`config.mk`:
```
export PLATFORM = sky130hd
export DESIGN_NAME = eth_tx_framer
export DESIGN_NICKNAME = d
export VERILOG_FILES = /design/src/rtl/eth_tx_pkg.sv /design/src/rtl/eth_tx_crc.sv /design/src/rtl/eth_tx_defer.sv /design/src/rtl/eth_tx_framer.sv
export SDC_FILE = /design/constraint.sdc
export NUM_CORES = 1
export LEC_CHECK = 0
export BUFFER_PORTS_ARGS = -buffer_cell sky130_fd_sc_hd__buf_4
export CORE_MARGIN = 2
export CORE_UTILIZATION = 45
export DETAILED_ROUTE_END_ITERATION = 7
export HOLD_SLACK_MARGIN = 0.15
export PLACE_DENSITY = 0.61
export SLEW_MARGIN = 40
export SYNTH_ARGS = -nofsm -noshare
export SYNTH_HDL_FRONTEND = slang
export SYNTH_SLANG_ARGS = --single-unit
```
`constraint.sdc`:
```
create_clock -name clk -period 5.05 [get_ports clk]
set_clock_uncertainty 0.15 [all_clocks]
set_input_delay 0.505 -clock clk [delete_from_list [all_inputs] [get_ports clk]]
set_output_delay 0.505 -clock clk [all_outputs]
set_load 0.005 [all_outputs]
```
`src/rtl/eth_tx_pkg.sv`:
```
package eth_tx_pkg;

  typedef enum logic [2:0] {
    ST_IDLE, ST_PRE, ST_DATA, ST_DRAIN, ST_PAD, ST_FCS, ST_GAP
  } tx_state_e;

  typedef struct packed {
    logic no_pre;
    logic no_fcs;
    logic no_pad;
  } tx_ctl_t;

  localparam logic [31:0] CRC_POLY = 32'h04C11DB7;
  localparam logic [7:0]  PRE_FILL = 8'h55;
  localparam logic [7:0]  PRE_SFD  = 8'hD5;

  function automatic logic [31:0] bit_rev32(input logic [31:0] v);
    logic [31:0] r;
    for (int i = 0; i < 32; i++) r[i] = v[31-i];
    return r;
  endfunction

  // One byte through the reflected CRC-32 register, data LSB first.
  function automatic logic [31:0] crc32_byte(input logic [31:0] c, input logic [7:0] d);
    logic [31:0] r;
    logic [31:0] pr;
    logic fb;
    r  = c;
    pr = bit_rev32(CRC_POLY);
    for (int i = 0; i < 8; i++) begin
      fb = r[0] ^ d[i];
      r  = (r >> 1) ^ (fb ? pr : 32'h0);
    end
    return r;
  endfunction

  // Byte k of the transmitted check sequence (complemented, LSB byte first).
  function automatic logic [7:0] fcs_byte(input logic [31:0] c, input int k);
    logic [31:0] f;
    f = ~c;
    return f[8*k +: 8];
  endfunction

endpackage

```
`src/rtl/eth_tx_crc.sv`:
```
module eth_tx_crc
  import eth_tx_pkg::*;
(
  input  logic        clk,
  input  logic        rst_n,
  input  logic        clr,
  input  logic        en,
  input  logic [7:0]  din,
  output logic [31:0] crc_q
);
  always_ff @(posedge clk) begin
    if (!rst_n || clr) crc_q <= '1;
    else if (en)       crc_q <= crc32_byte(crc_q, din);
  end
endmodule

```
`src/rtl/eth_tx_defer.sv`:
```
module eth_tx_defer #(
  parameter int W = 8
) (
  input  logic         clk,
  input  logic         rst_n,
  input  logic         load,
  input  logic [W-1:0] val,
  output logic         done
);
  logic [W-1:0] cnt;
  assign done = (cnt == '0);
  always_ff @(posedge clk) begin
    if (!rst_n)     cnt <= '0;
    else if (load)  cnt <= val;
    else if (!done) cnt <= cnt - 1'b1;
  end
endmodule

```
`src/rtl/eth_tx_framer.sv`:
```
module eth_tx_framer
  import eth_tx_pkg::*;
#(
  parameter int DEFER_W     = 8,
  parameter int ADDR_BYTES  = 6,
  parameter int LEN_BYTES   = 2,
  parameter int MAX_PAYLOAD = 1500,
  parameter int MIN_FRAME   = 64,
  parameter int PRE_BYTES   = 8,
  parameter int FCS_BYTES   = 4
) (
  input  logic               clk,
  input  logic               rst_n,
  input  logic               in_valid,
  input  logic [7:0]         in_data,
  input  logic               in_last,
  output logic               in_ready,
  input  logic               cfg_no_pre,
  input  logic               cfg_no_fcs,
  input  logic               cfg_no_pad,
  input  logic [DEFER_W-1:0] defer_gap,
  output logic               out_valid,
  output logic [7:0]         out_data,
  output logic               out_last,
  output logic               out_err
);
  localparam int HDR_BYTES = 2*ADDR_BYTES + LEN_BYTES;
  localparam int BODY_MAX  = HDR_BYTES + MAX_PAYLOAD;
  localparam int PAD_TO    = MIN_FRAME - FCS_BYTES;
  localparam int CNT_W     = $clog2(BODY_MAX + 1);
  localparam int IDX_N     = (PRE_BYTES > FCS_BYTES) ? PRE_BYTES : FCS_BYTES;
  localparam int IDX_W     = $clog2(IDX_N + 1);

  tx_state_e        state, state_d;
  tx_ctl_t          ctl_q;
  logic [CNT_W-1:0] frm_cnt;
  logic [IDX_W-1:0] idx;
  logic             err_q;
  logic [31:0]      crc_q;

  // Named internal events
  logic start_ev, take_ev, at_limit, trunc_ev, need_pad;
  logic pad_end_ev, fcs_end_ev, gap_load, gap_done, crc_en;

  assign in_ready   = (state == ST_DATA) || (state == ST_DRAIN);
  assign take_ev    = in_valid && in_ready;
  assign start_ev   = (state == ST_IDLE) && in_valid;
  assign at_limit   = (frm_cnt == CNT_W'(BODY_MAX - 1));
  assign trunc_ev   = (state == ST_DATA) && take_ev && !in_last && at_limit;
  assign need_pad   = !ctl_q.no_pad && (frm_cnt < CNT_W'(PAD_TO - 1));
  assign pad_end_ev = (state == ST_PAD) && (frm_cnt == CNT_W'(PAD_TO - 1));
  assign fcs_end_ev = (state == ST_FCS) && (idx == IDX_W'(FCS_BYTES - 1));
  assign gap_load   = (state_d == ST_GAP) && (state != ST_GAP);
  assign crc_en     = ((state == ST_DATA) && take_ev) || (state == ST_PAD);

  eth_tx_crc u_crc (
    .clk(clk), .rst_n(rst_n), .clr(start_ev), .en(crc_en),
    .din((state == ST_PAD) ? 8'h00 : in_data), .crc_q(crc_q)
  );

  eth_tx_defer #(.W(DEFER_W)) u_defer (
    .clk(clk), .rst_n(rst_n), .load(gap_load), .val(defer_gap), .done(gap_done)
  );

  always_comb begin
    state_d = state;
    unique case (state)
      ST_IDLE:  if (in_valid) state_d = cfg_no_pre ? ST_DATA : ST_PRE;
      ST_PRE:   if (idx == IDX_W'(PRE_BYTES - 1)) state_d = ST_DATA;
      ST_DATA:  if (take_ev) begin
                  if (trunc_ev)     state_d = ST_DRAIN;
                  else if (in_last) state_d = need_pad ? ST_PAD :
                                              (ctl_q.no_fcs ? ST_GAP : ST_FCS);
                end
      ST_DRAIN: if (take_ev && in_last) state_d = ctl_q.no_fcs ? ST_GAP : ST_FCS;
      ST_PAD:   if (pad_end_ev) state_d = ctl_q.no_fcs ? ST_GAP : ST_FCS;
      ST_FCS:   if (fcs_end_ev) state_d = ST_GAP;
      ST_GAP:   if (gap_done) state_d = ST_IDLE;
      default:  state_d = ST_IDLE;
    endcase
  end

  always_ff @(posedge clk) begin
    if (!rst_n) begin
      state     <= ST_IDLE;
      ctl_q     <= '0;
      frm_cnt   <= '0;
      idx       <= '0;
      err_q     <= 1'b0;
      out_valid <= 1'b0;
      out_data  <= 8'h00;
      out_last  <= 1'b0;
      out_err   <= 1'b0;
    end else begin
      state     <= state_d;
      out_valid <= 1'b0;
      out_last  <= 1'b0;
      out_err   <= 1'b0;
      unique case (state)
        ST_IDLE: if (start_ev) begin
          ctl_q   <= '{no_pre: cfg_no_pre, no_fcs: cfg_no_fcs, no_pad: cfg_no_pad};
          frm_cnt <= '0;
          idx     <= '0;
          err_q   <= 1'b0;
        end
        ST_PRE: begin
          out_valid <= 1'b1;
          out_data  <= (idx == IDX_W'(PRE_BYTES - 1)) ? PRE_SFD : PRE_FILL;
          idx       <= (state_d != ST_PRE) ? '0 : idx + 1'b1;
        end
        ST_DATA: if (take_ev) begin
          out_valid <= 1'b1;
          out_data  <= in_data;
          frm_cnt   <= frm_cnt + 1'b1;
          if (trunc_ev) err_q <= 1'b1;
          out_last  <= (state_d == ST_GAP) || (trunc_ev && ctl_q.no_fcs);
          out_err   <= trunc_ev && ctl_q.no_fcs;
        end
        ST_PAD: begin
          out_valid <= 1'b1;
          out_data  <= 8'h00;
          frm_cnt   <= frm_cnt + 1'b1;
          out_last  <= (state_d == ST_GAP);
        end
        ST_FCS: begin
          out_valid <= 1'b1;
          out_data  <= fcs_byte(crc_q, int'(idx));
          idx       <= idx + 1'b1;
          out_last  <= fcs_end_ev;
          out_err   <= fcs_end_ev && err_q;
        end
        default: ;
      endcase
    end
  end

  // Assertions
  AST_LAST_WITH_VALID: assert property (@(posedge clk) disable iff (!rst_n)
    out_last |-> out_valid);
  AST_ERR_ON_LAST: assert property (@(posedge clk) disable iff (!rst_n)
    out_err |-> out_last);
  AST_BODY_BOUND: assert property (@(posedge clk) disable iff (!rst_n)
    out_valid |-> (frm_cnt <= CNT_W'(BODY_MAX)));
  AST_PAD_FLOOR: assert property (@(posedge clk) disable iff (!rst_n)
    (out_last && !ctl_q.no_pad) |-> (frm_cnt >= CNT_W'(PAD_TO)));
  AST_GAP_SILENT: assert property (@(posedge clk) disable iff (!rst_n)
    (state == ST_GAP && $past(state == ST_GAP)) |-> !out_valid);
  AST_FCS_CRC_FROZEN: assert property (@(posedge clk) disable iff (!rst_n)
    (state == ST_FCS && $past(state == ST_FCS)) |-> $stable(crc_q));
  AST_CTL_HELD: assert property (@(posedge clk) disable iff (!rst_n)
    (state != ST_IDLE && $past(state != ST_IDLE)) |-> $stable(ctl_q));

endmodule

```
==> run summary, run 1 <==
The number of clock sinks came out at 72. The number of different library cells used by synthesis comes to 65. In this run the horizontal extent of the chip is 107 um. Synthesis inferred 72 register bits. The share of the synthesized area in the top cell type came out at 0.302.

Of the total synthesized cell area, the portion taken by XOR and XNOR cells is 0.180. For this run, the top clock speed supported by timing is 0.314 GHz. For this design, the CTS-stage hold fixing added 0 buffers. Setup violations remaining at the end of the flow were counted as 0. For the pin with the worst max-slew slack, the measured transition is 0.795 ns.

The overall overflow remaining after global route is 0. The share of the synthesized area in compound gates (AO/OA/AOI/OAI) was 0.173. During I/O placement, the number of pins put on the boundary was 35. The delay of the slowest critical-path stage came out at 0.72 ns. By area, the combinational part of the netlist is dominated by simple AND/OR/NAND/NOR gates. The start-to-end type of the worst setup path is flop to flop. For the final routed database, the setup TNS stands at 0 ns.

The pin count of the biggest net entering global routing is 42. The worst slew slack as a fraction of its limit came out at 0.466. The count of buffering cells on the critical path with inverters included came out at 0. The number of global-route vias before repair came out at 3,919. Clock latency on the worst-skew pair, taken at its later pin, is 0.36 ns. The number of warnings reported in the yosys synthesis log came out at 0. The post-synthesis share of cell area spent on full adders, half adders and majority gates came out at 0.0131. The area of all placed cells without fillers came out at 5300 um2.

The netlist area before placement is 4780 um2. Detailed placement finished with a half-perimeter wire length of 8.74 mm. The run finished with clean final reports.

The gate count after technology mapping came out at 541. In the routed layout, each cell is associated on average with a via count of 5.67. The maximum vdd drop came out at 192 uV. The initial antenna violation count came out at 0.

Sorting the synthesized cells by how often they occur yields sky130_fd_sc_hd__dfxtp_1 (72), sky130_fd_sc_hd__nor2_1 (58), sky130_fd_sc_hd__nand2_1 (47). After clock tree synthesis, the setup repair step added 0 buffers. The total number of nets in the final design came out at 587. In this run the clock root is driven by a sky130_fd_sc_hd__clkbuf_8. The ratio of total power to cell area is 308 nW/um2. Setup repair after global routing left no endpoint under its margin. Summed over all instances, the cell type with the most area after synthesis is sky130_fd_sc_hd__dfxtp_1. The met1 routing resource usage after global routing came out at 0.285.

The signal on the critical path passes through nor3b_2 -> nor2_1 -> xnor2_1 -> xnor3_1 -> and4_1 -> nor3_1. Of all flip-flops after synthesis, the portion carrying an async set or reset was 0. The sequential fraction of the synthesis area is 0.302. The initial utilization of the core area, before any placement, comes to 0.463. STA classifies the critical path endpoint as a flop. The total inserted antenna cells came out at 0. The placement row count came out at 37. The arrival time at the worst endpoint came out at 3.32 ns. The total clock buffers created by CTS is 9. After clock tree synthesis, the clock-pin slew on the worst setup and hold paths is 0.08 ns. The maximum fanout along the worst path is 20. The met3 track demand over resource came out at 0.0553.

Across every metal layer, demand over resource in global routing totals 0.223. For this block, the routed nets add up to 12.1 mm of wire. The max-slew violation total from the final report came out at 0. The startpoint class of the critical path is a flop.

The required time at the endpoint of the critical path is 5.18 ns. The portion of netlist area occupied by mux cells is 0.0607. The layer flagged by global routing as most heavily used is met2. The area growth from synthesis to layout came out at 10.9%. In this run, synthesis inferred 0 flip-flops with an integrated enable.

The overall power after layout is 1630 uW. The count of antenna-violating nets left after detailed routing came out at 0. The area of the die is 11,500 um2. The layout has 985 filler cells. The tool flagged a number of max-cap violations equal to 0. For this run, the leading register cell type out of synthesis is sky130_fd_sc_hd__dfxtp_1. The congestion estimate from routability-driven global placement came to 0.880. The proportion of layout cells with a drive suffix above 1 came out at 0.151. The placed standard-cell area is 5130 um2.

Gates resized during post-CTS repair numbered 0. The final critical delay including setup and external delays is 3.19 ns. In this design, the largest share of critical-path delay is due to simple AND/OR/NAND/NOR gates. Of the total synthesized cell area, the portion taken by AND, OR, NAND and NOR gates is 0.237. CTS built an H-tree with a depth of 3. The routed length per placed instance came out at 17.3 um. The port buffer count is 34.

The leakage dissipation is 0.00203 uW. In this run the worst hold path is classified as input pin to flop. Summing over every cut layer, the via total after detailed routing is 3,957.

The overall die height is 107 um. The global routing met2 resource utilization came out at 0.367. The final number of hold-violating endpoints came to 0. The count of TritonRoute iterations in the first routing pass came out at 5. Yosys attributes the largest share of cell area to sky130_fd_sc_hd__dfxtp_1 (30%), sky130_fd_sc_hd__xnor2_1 (6.0%), sky130_fd_sc_hd__nor2_1 (4.6%). The final routed DRC violation total came out at 0.

TritonCTS built the clock tree. The most common cell in the netlist is sky130_fd_sc_hd__dfxtp_1. The global-route wire length before repair is 19.9 mm. The fraction of the cycle the final worst path needs is 0.631. The net count after synthesis came out at 569. The maximum clock path buffer count came out at 2. The number of DRC markers in iteration 0 came out at 220. The placeable core area is 10,300 um2. The mean cell area of the mapped netlist came out at 8.83 um2.

On the critical path, the stage with the largest delay is an instance of sky130_fd_sc_hd__nor3b_2.
## state kept, by name, summed over array words and instances, names as in the netlist
signal,flops
u_crc.crc_q,32
out_last,1
state,3
ctl_q,2
out_valid,1
idx,4
err_q,1
out_err,1
out_data,8
u_defer.cnt,8
frm_cnt,11
## path summary, 6_finish.rpt
| path | depth (start not counted) | to | slack, ns | from |
|---|---|---|---|---|
| worst min register to register | 2 | out_data[7] | 0.33 | out_data[7] |
| worst max-delay path | 6 | u_crc.crc_q[24] | 1.86 | state[2] |
| worst max register to register | 6 | u_crc.crc_q[24] | 1.86 | state[2] |
| worst min-delay path | 3 | u_defer.cnt[1] | 0.24 | defer_gap[1] |
## layout by cell type, fill, tap and decap left out, types with 7 or more instances in the layout
cell type and n:
sky130_fd_sc_hd__o21ai_0 37, sky130_fd_sc_hd__nand2_1 46, sky130_fd_sc_hd__nor2b_1 25, sky130_fd_sc_hd__nor2_1 58, sky130_fd_sc_hd__nand3_1 15, sky130_fd_sc_hd__xnor3_1 9
sky130_fd_sc_hd__inv_1 7, sky130_fd_sc_hd__clkbuf_8 10, sky130_fd_sc_hd__buf_4 39, sky130_fd_sc_hd__xor2_1 23, sky130_fd_sc_hd__mux2i_1 11, sky130_fd_sc_hd__xnor2_1 33
sky130_fd_sc_hd__a21boi_0 8, sky130_fd_sc_hd__mux4_2 8, sky130_fd_sc_hd__dfxtp_1 72, sky130_fd_sc_hd__a21oi_1 11, sky130_fd_sc_hd__o211ai_1 20, sky130_fd_sc_hd__nor3_1 16
## power by group
part           total, uW  leakage, uW  internal, uW  switching, uW
Clock                400    0.0000838           183            216
Combinational        569      0.00136           273            297
Sequential           662     0.000586           614           48.7
## tightest hold or removal path, stage by stage
cell	delay (ns)
sky130_fd_sc_hd__buf_4	0.11
sky130_fd_sc_hd__nand2_1	0.05
sky130_fd_sc_hd__mux2i_1	0.05
## per-layer routing
metal  vias to the layer above  share of wire
li1                       1946              -
met1                      1879           0.45
met2                       107           0.48
met3                        25          0.045
met4                         0          0.029
met5                         -              0
## final cells by class
class | count | area [um2] | share of cell area
sequential | 72 | 1440 | 0.272
clock inverter | 4 | 22.5 | 0.00425
inverter | 7 | 26.3 | 0.00496
clock buffer | 10 | 138 | 0.0260
timing repair buffer | 40 | 308 | 0.0581
tap | 136 | 170 | 0.0321
multi-input combinational | 429 | 3190 | 0.603
## cell families after synthesis
logic type,count (synthesis)
compound gates,114
flops,72
xor+xnor,72
simple gates,219
buf+inv,40
mux,19
fa+ha+maj,5
## metrics by stage
stage           util  hold WS, ns  worst slack, ns  cells
6_report       0.513        0.244             1.86    698
5_1_grt        0.513        0.231             1.62    698
4_1_cts        0.513        0.235             1.91    698
3_5_place_dp   0.497        0.321             1.94    684
3_3_place_gp   0.495        0.303             2.03    683
2_1_floorplan      -        0.291             2.59    541
No activity file was read; power rests on OpenSTA's default activity.
==> run 2: changes to the inputs <==
- PLACE_DENSITY: 0.61 -> 0.64
- clock period: 5.05 -> 2.9 ns (I/O delays scaled with it)
==> run summary, run 2 (synthesis gave the netlist of run 1 again) <==
The worst slew slack as a fraction of its limit is 0.597 (+0.131). The total I/O pin count came to 35 (unchanged). The count of antenna-violating nets left after detailed routing is 0 (unchanged). The register with the most flip-flops in the final layout is u_crc.crc_q. The count of buffering cells on the critical path with inverters included was 1 (+1). The number of clock sinks is 72 (unchanged). The run finished with clean final reports. The total of max-cap violations came out at 0 (unchanged). The number of endpoints failing setup at the final stage is 0 (unchanged). The placer congestion estimate came out at 0.940 (+6.8%). The final critical delay including setup and external delays is 2.59 ns (-0.603 ns).

The critical path goes through or3b_4 -> a211oi_4 -> xor2_2 -> xnor2_1 -> buf_4 -> xor2_1 -> a31oi_1. The leakage dissipation is 0.00219 uW (+8.1%). The final routed DRC violation total was 0 (unchanged). The total number of nets in the final design came out at 622 (+6.0%).

The maximum vdd drop is 446 uV (+130%). The starting density of the core was 0.463 (unchanged). The proportion of layout cells with a drive suffix above 1 was 0.172 (+0.0210). The cell sitting at the root of the clock tree is a sky130_fd_sc_hd__clkbuf_8. The total inserted antenna cells came out at 0 (unchanged). The slowest stage of the critical path is the sky130_fd_sc_hd__or3b_4 cell.

The half-perimeter wire length after placement is 9.13 mm (+4.5%). The critical path is of the flop to flop type. The global-route wire length before repair came out at 20.5 mm (+3.0%).

The number of filler instances in the final layout came out at 946 (-4.0%). The maximum clock path buffer count is 2 (unchanged). The total clock buffers created by CTS came out at 9 (unchanged). The arrival time at the worst endpoint was 2.68 ns (-0.64 ns). Leaving out fill and tap cells, the most frequent cell in the layout is sky130_fd_sc_hd__dfxtp_1. Setup repair after global routing left no endpoint under its margin. The sequential standard cell area is 1440 um2 (unchanged). The clock transition at the registers of the reported paths came out at 0.08 ns (about the same). The overall die height is 107 um (unchanged). The count of TritonRoute iterations in the first routing pass came out at 4 (-1). The number of DRC markers in iteration 0 is 203 (-7.7%).

The pin count of the biggest net entering global routing is 42 (unchanged). In this design, the largest share of critical-path delay is due to XOR/XNOR gates. The number of flip-flops under the largest register name is 32 (unchanged). The ratio of total power to cell area is 527 nW/um2 (+71%). The final number of hold-violating endpoints is 0 (unchanged). The clock network latency to the later pin of the worst-skew pair came out at 0.37 ns (about the same). The all-layer global routing usage came out at 0.229 (+0.00584). The H-tree depth is 3 (unchanged). The delay of the slowest critical-path stage was 0.52 ns (-0.20 ns). STA classifies the critical path endpoint as a flop. The placement row count was 37 (unchanged). The placeable core area came out at 10,300 um2 (unchanged). TritonCTS built the clock tree. The total area of multi-input combinational cells was 3180 um2 (-0.31%).

The max-slew violation total from the final report came to 0 (unchanged). The routed length per placed instance came to 17.0 um (-1.7%). The worst min-delay path category is input pin to flop.

The initial antenna violation count is 0 (unchanged). The setup TNS is 0 ns (unchanged). The startpoint class of the critical path is a flop. The final worst hold slack is 0.194 ns (-0.0491 ns). The total via count after detailed routing is 4,138 (+4.6%). The maximum fanout along the worst path came out at 11 (-45%).

The largest registers in the layout are u_crc.crc_q x32, frm_cnt x11. The fraction of the cycle the final worst path needs is 0.892 (+0.260). The width of the chip came out at 107 um (unchanged).

The number of global-route vias before repair came out at 4,043 (+3.2%). The area of the die was 11,500 um2 (unchanged). The per-cell via count in the routed design is 5.64 (-0.55%). The overall overflow remaining after global route came out at 0 (unchanged). The required time at the endpoint of the critical path was 3.00 ns (-2.18 ns). The slew at the pin with the worst max-slew slack came to 0.600 ns (-0.195 ns). The port buffer count is 34 (unchanged). The area growth from synthesis to layout is 17.0%.

In the layout the commonest cells are sky130_fd_sc_hd__dfxtp_1 (72), sky130_fd_sc_hd__buf_4 (61), sky130_fd_sc_hd__nor2_1 (58). The routed wire length came out at 12.5 mm (+3.4%). The top achievable clock speed was 0.387 GHz (+23%).
-- run 2: final cells by class --
| type | instances | area share |
|---|---|---|
| Sequential cell | 72 | 0.258 |
| Multi-Input combinational cell | 429 | 0.569 |
| Clock inverter | 3 | 0.00313 |
| Inverter | 7 | 0.00470 |
| Timing Repair Buffer | 75 | 0.107 |
| Tap cell | 136 | 0.0304 |
| Clock buffer | 12 | 0.0277 |
-- run 2: path summary, 6_finish.rpt --
kind	start	to	slack, ns	depth (start not counted)
max	state[2]	u_crc.crc_q[22]	0.31	7
min	in_data[3]	out_data[3]	0.19	5
max reg2reg	state[2]	u_crc.crc_q[22]	0.31	7
min reg2reg	out_data[7]	out_data[7]	0.31	2
-- run 2: timing repair --
item	CTS	global route
gates resized for setup	0	0
endpoints found under the hold margin	14	0
hold buffers	14	0
setup buffers	0	0
setup endpoints to repair	0	0
-- run 2: tightest hold or removal path: cells and delay by family --
family	cells	cell delay (ns)
buf+inv	1	0.10
compound gates	2	0.14
simple gates	2	0.14
-- run 2: routing by layer --
layer	routed length, um	global-route usage	share of wire
met1	5490	0.290	0.44
met2	6020	0.380	0.48
met3	681	0.0578	0.055
met4	301	0.0779	0.024
met5	0	0	0
-- run 2: power breakdown --
group | switching, uW | internal [uW]
Combinational | 552 | 525
Clock | 380 | 350
Sequential | 70.7 | 1070
Total | 1000 | 1940
-- run 2: through the flow --
step                worst slack (ns)  instances  utilization  area, um2  total power [uW]
CTS                            0.341        734        0.542       5590              2960
floorplan                      0.437        541            -       4780              1930
global route                   0.185        734        0.542       5590              3120
detailed placement             0.365        705        0.511       5280              2210
global placement               0.386        705        0.511       5280              2190
finish                         0.315        734        0.542       5590              2950
==> run 3: changes to the inputs <==
- CTS_BUF_LIST: not set -> sky130_fd_sc_hd__clkbuf_4 sky130_fd_sc_hd__clkbuf_8 sky130_fd_sc_hd__clkbuf_16
==> run summary, run 3 (synthesis gave the netlist of run 1 again) <==
The flow ran to the end, and the final reports show no timing, DRC or antenna violations. The max-slew violation total from the final report was 0 (unchanged). The total area of multi-input combinational cells was 3180 um2 (unchanged). The met1 routing resource usage after global routing came out at 0.290 (-0.000380). The fraction of the cycle the final worst path needs came out at 0.890 (-0.00140). The H-tree depth is 3 (unchanged). The post-place setup slack is 0.365 ns (unchanged). The routed length per placed instance was 17.0 um (-0.34%).

The met3 track demand over resource came to 0.0432 (-0.0146). The layer with the highest usage after global routing is met2. The final cell utilization of the core came out at 0.542 (about the same).

The register with the most flip-flops is u_crc.crc_q. The number of gates resized after CTS came out at 0 (unchanged). The area of the die came to 11,500 um2 (unchanged). Leaving out fill and tap cells, the most frequent cell in the layout is sky130_fd_sc_hd__dfxtp_1. The final worst hold slack came out at 0.197 ns (+0.00266 ns). The maximum vdd drop is 449 uV (+0.73%). The top achievable clock speed is 0.387 GHz (+0.16%). The placement row count came out at 37 (unchanged).

The count of buffers added by post-CTS timing repair for setup came to 0 (unchanged). The starting density of the core came out at 0.463 (unchanged). The required time at the endpoint of the critical path is 2.99 ns (about the same). The pin count of the biggest net entering global routing came out at 42 (unchanged). The per-cell via count in the routed design came out at 5.65 (+0.19%).

The count of antenna-violating nets left after detailed routing is 0 (unchanged). The setup TNS came out at 0 ns (unchanged). The final routed DRC violation total is 0 (unchanged). The total I/O pin count came to 35 (unchanged). The final number of hold-violating endpoints is 0 (unchanged). The all-layer global routing usage came to 0.228 (-0.000900). The clock network latency to the later pin of the worst-skew pair came to 0.36 ns (about the same).

The endpoint type of the worst setup path is a flop. The width of the chip came out at 107 um (unchanged). The post-route worst setup slack came to 0.319 ns (+0.00406 ns). The global routing met2 resource utilization came out at 0.381 (+0.000452).

The initial antenna violation count came out at 0 (unchanged). The cts-stage hold buffer count was 14 (unchanged). The count of TritonRoute iterations in the first routing pass came to 5 (+1).

The proportion of layout cells with a drive suffix above 1 came to 0.174 (+0.00167). The overall die height was 107 um (unchanged). The placer congestion estimate came out at 0.940 (unchanged).

The library cells used most frequently in the layout, excluding fill and tap cells, are sky130_fd_sc_hd__dfxtp_1 (72), sky130_fd_sc_hd__buf_4 (61), sky130_fd_sc_hd__nor2_1 (58). The placeable core area is 10,300 um2 (unchanged). The total number of nets in the final design is 622 (unchanged). The area of all placed cells without fillers is 5600 um2 (about the same).

The total of max-cap violations is 0 (unchanged). The number of flip-flops under the largest register name is 32 (unchanged). The clock transition at the registers of the reported paths came to 0.08 ns (about the same).

The overall overflow remaining after global route came to 0 (unchanged). The number of global-route vias before repair is 4,033 (-0.25%). The critical path is of the flop to flop type. The maximum clock path buffer count came to 2 (unchanged). The arrival time at the worst endpoint is 2.67 ns (about the same).

The number of clock sinks is 72 (unchanged). The total via count after detailed routing is 4,146 (+0.19%). The slew at the pin with the worst max-slew slack was 0.591 ns (-0.00934 ns).

The worst slew slack as a fraction of its limit is 0.601 (+0.00393). The maximum fanout along the worst path came out at 11 (unchanged). The largest registers in the layout are u_crc.crc_q x32, frm_cnt x11. The startpoint class of the critical path is a flop. The number of DRC markers in iteration 0 came out at 213 (+4.9%). The leakage dissipation came out at 0.00219 uW (+0.16%). The global-route wire length before repair came out at 20.5 mm (about the same). The port buffer count came to 34 (unchanged). The number of endpoints failing setup at the final stage was 0 (unchanged). The number of filler instances in the final layout was 946 (unchanged). Setup repair after global routing left no endpoint under its margin. The placed standard-cell area came out at 5280 um2 (unchanged). The routed wire length came out at 12.5 mm (-0.34%). The clock tree from TritonCTS is built. The sequential standard cell area is 1440 um2 (unchanged). The final critical delay including setup and external delays is 2.58 ns (-0.00406 ns). The total clock buffers created by CTS came out at 9 (unchanged).

In this run the clock root is driven by a sky130_fd_sc_hd__clkbuf_8. The area growth from synthesis to layout is 17.1% (about the same). The min-delay analysis places its worst path in the category input pin to flop. The ratio of total power to cell area came to 528 nW/um2 (+0.11%). The half-perimeter wire length after placement came out at 9.13 mm (unchanged). The total inserted antenna cells is 0 (unchanged).
-- run 3: changes by cell type in the layout (fill, tap and decap cells not counted) --
cell,change
sky130_fd_sc_hd__clkbuf_4,+1
sky130_fd_sc_hd__clkbuf_1,-1
-- run 3: path summary, 6_finish.rpt --
check	from	end	slack (ns)	depth (start not counted)
max	state[2]	u_crc.crc_q[22]	0.32	7
min reg2reg	out_data[7]	out_data[7]	0.31	2
min	in_data[3]	out_data[3]	0.20	5
max reg2reg	state[2]	u_crc.crc_q[22]	0.32	7
-- run 3: layout make-up --
type | count | area share
Clock buffer | 12 | 0.0284
Multi-Input combinational cell | 429 | 0.569
Inverter | 7 | 0.00470
Timing Repair Buffer | 75 | 0.107
Clock inverter | 3 | 0.00313
Sequential cell | 72 | 0.258
Tap cell | 136 | 0.0304
-- run 3: report_power, final --
part           internal, uW  total [uW]  switching (uW)
sequential             1070        1140            70.8
clock                   359         736             377
combinational           525        1080             551
total                  1950        2950             998
-- run 3: layer usage --
metal | vias to the layer above | part of all wire
met5 | - | 0
met4 | 0 | 0.026
li1 | 2015 | -
met2 | 114 | 0.49
met3 | 28 | 0.040
met1 | 1989 | 0.45
-- run 3: per-stage QoR --
step           power [uW]  instances
2_1_floorplan        1930        541
3_3_place_gp         2190        705
3_5_place_dp         2210        705
4_1_cts              2970        734
5_1_grt              3130        734
6_report             2950        734
-- run 3: critical path, stage by stage (launching register included) --
cell	delay (ns)
sky130_fd_sc_hd__dfxtp_1	0.43
sky130_fd_sc_hd__or3b_4	0.52
sky130_fd_sc_hd__a211oi_4	0.39
sky130_fd_sc_hd__xor2_2	0.16
sky130_fd_sc_hd__xnor2_1	0.35
sky130_fd_sc_hd__buf_4	0.19
sky130_fd_sc_hd__xor2_1	0.16
sky130_fd_sc_hd__a31oi_1	0.11
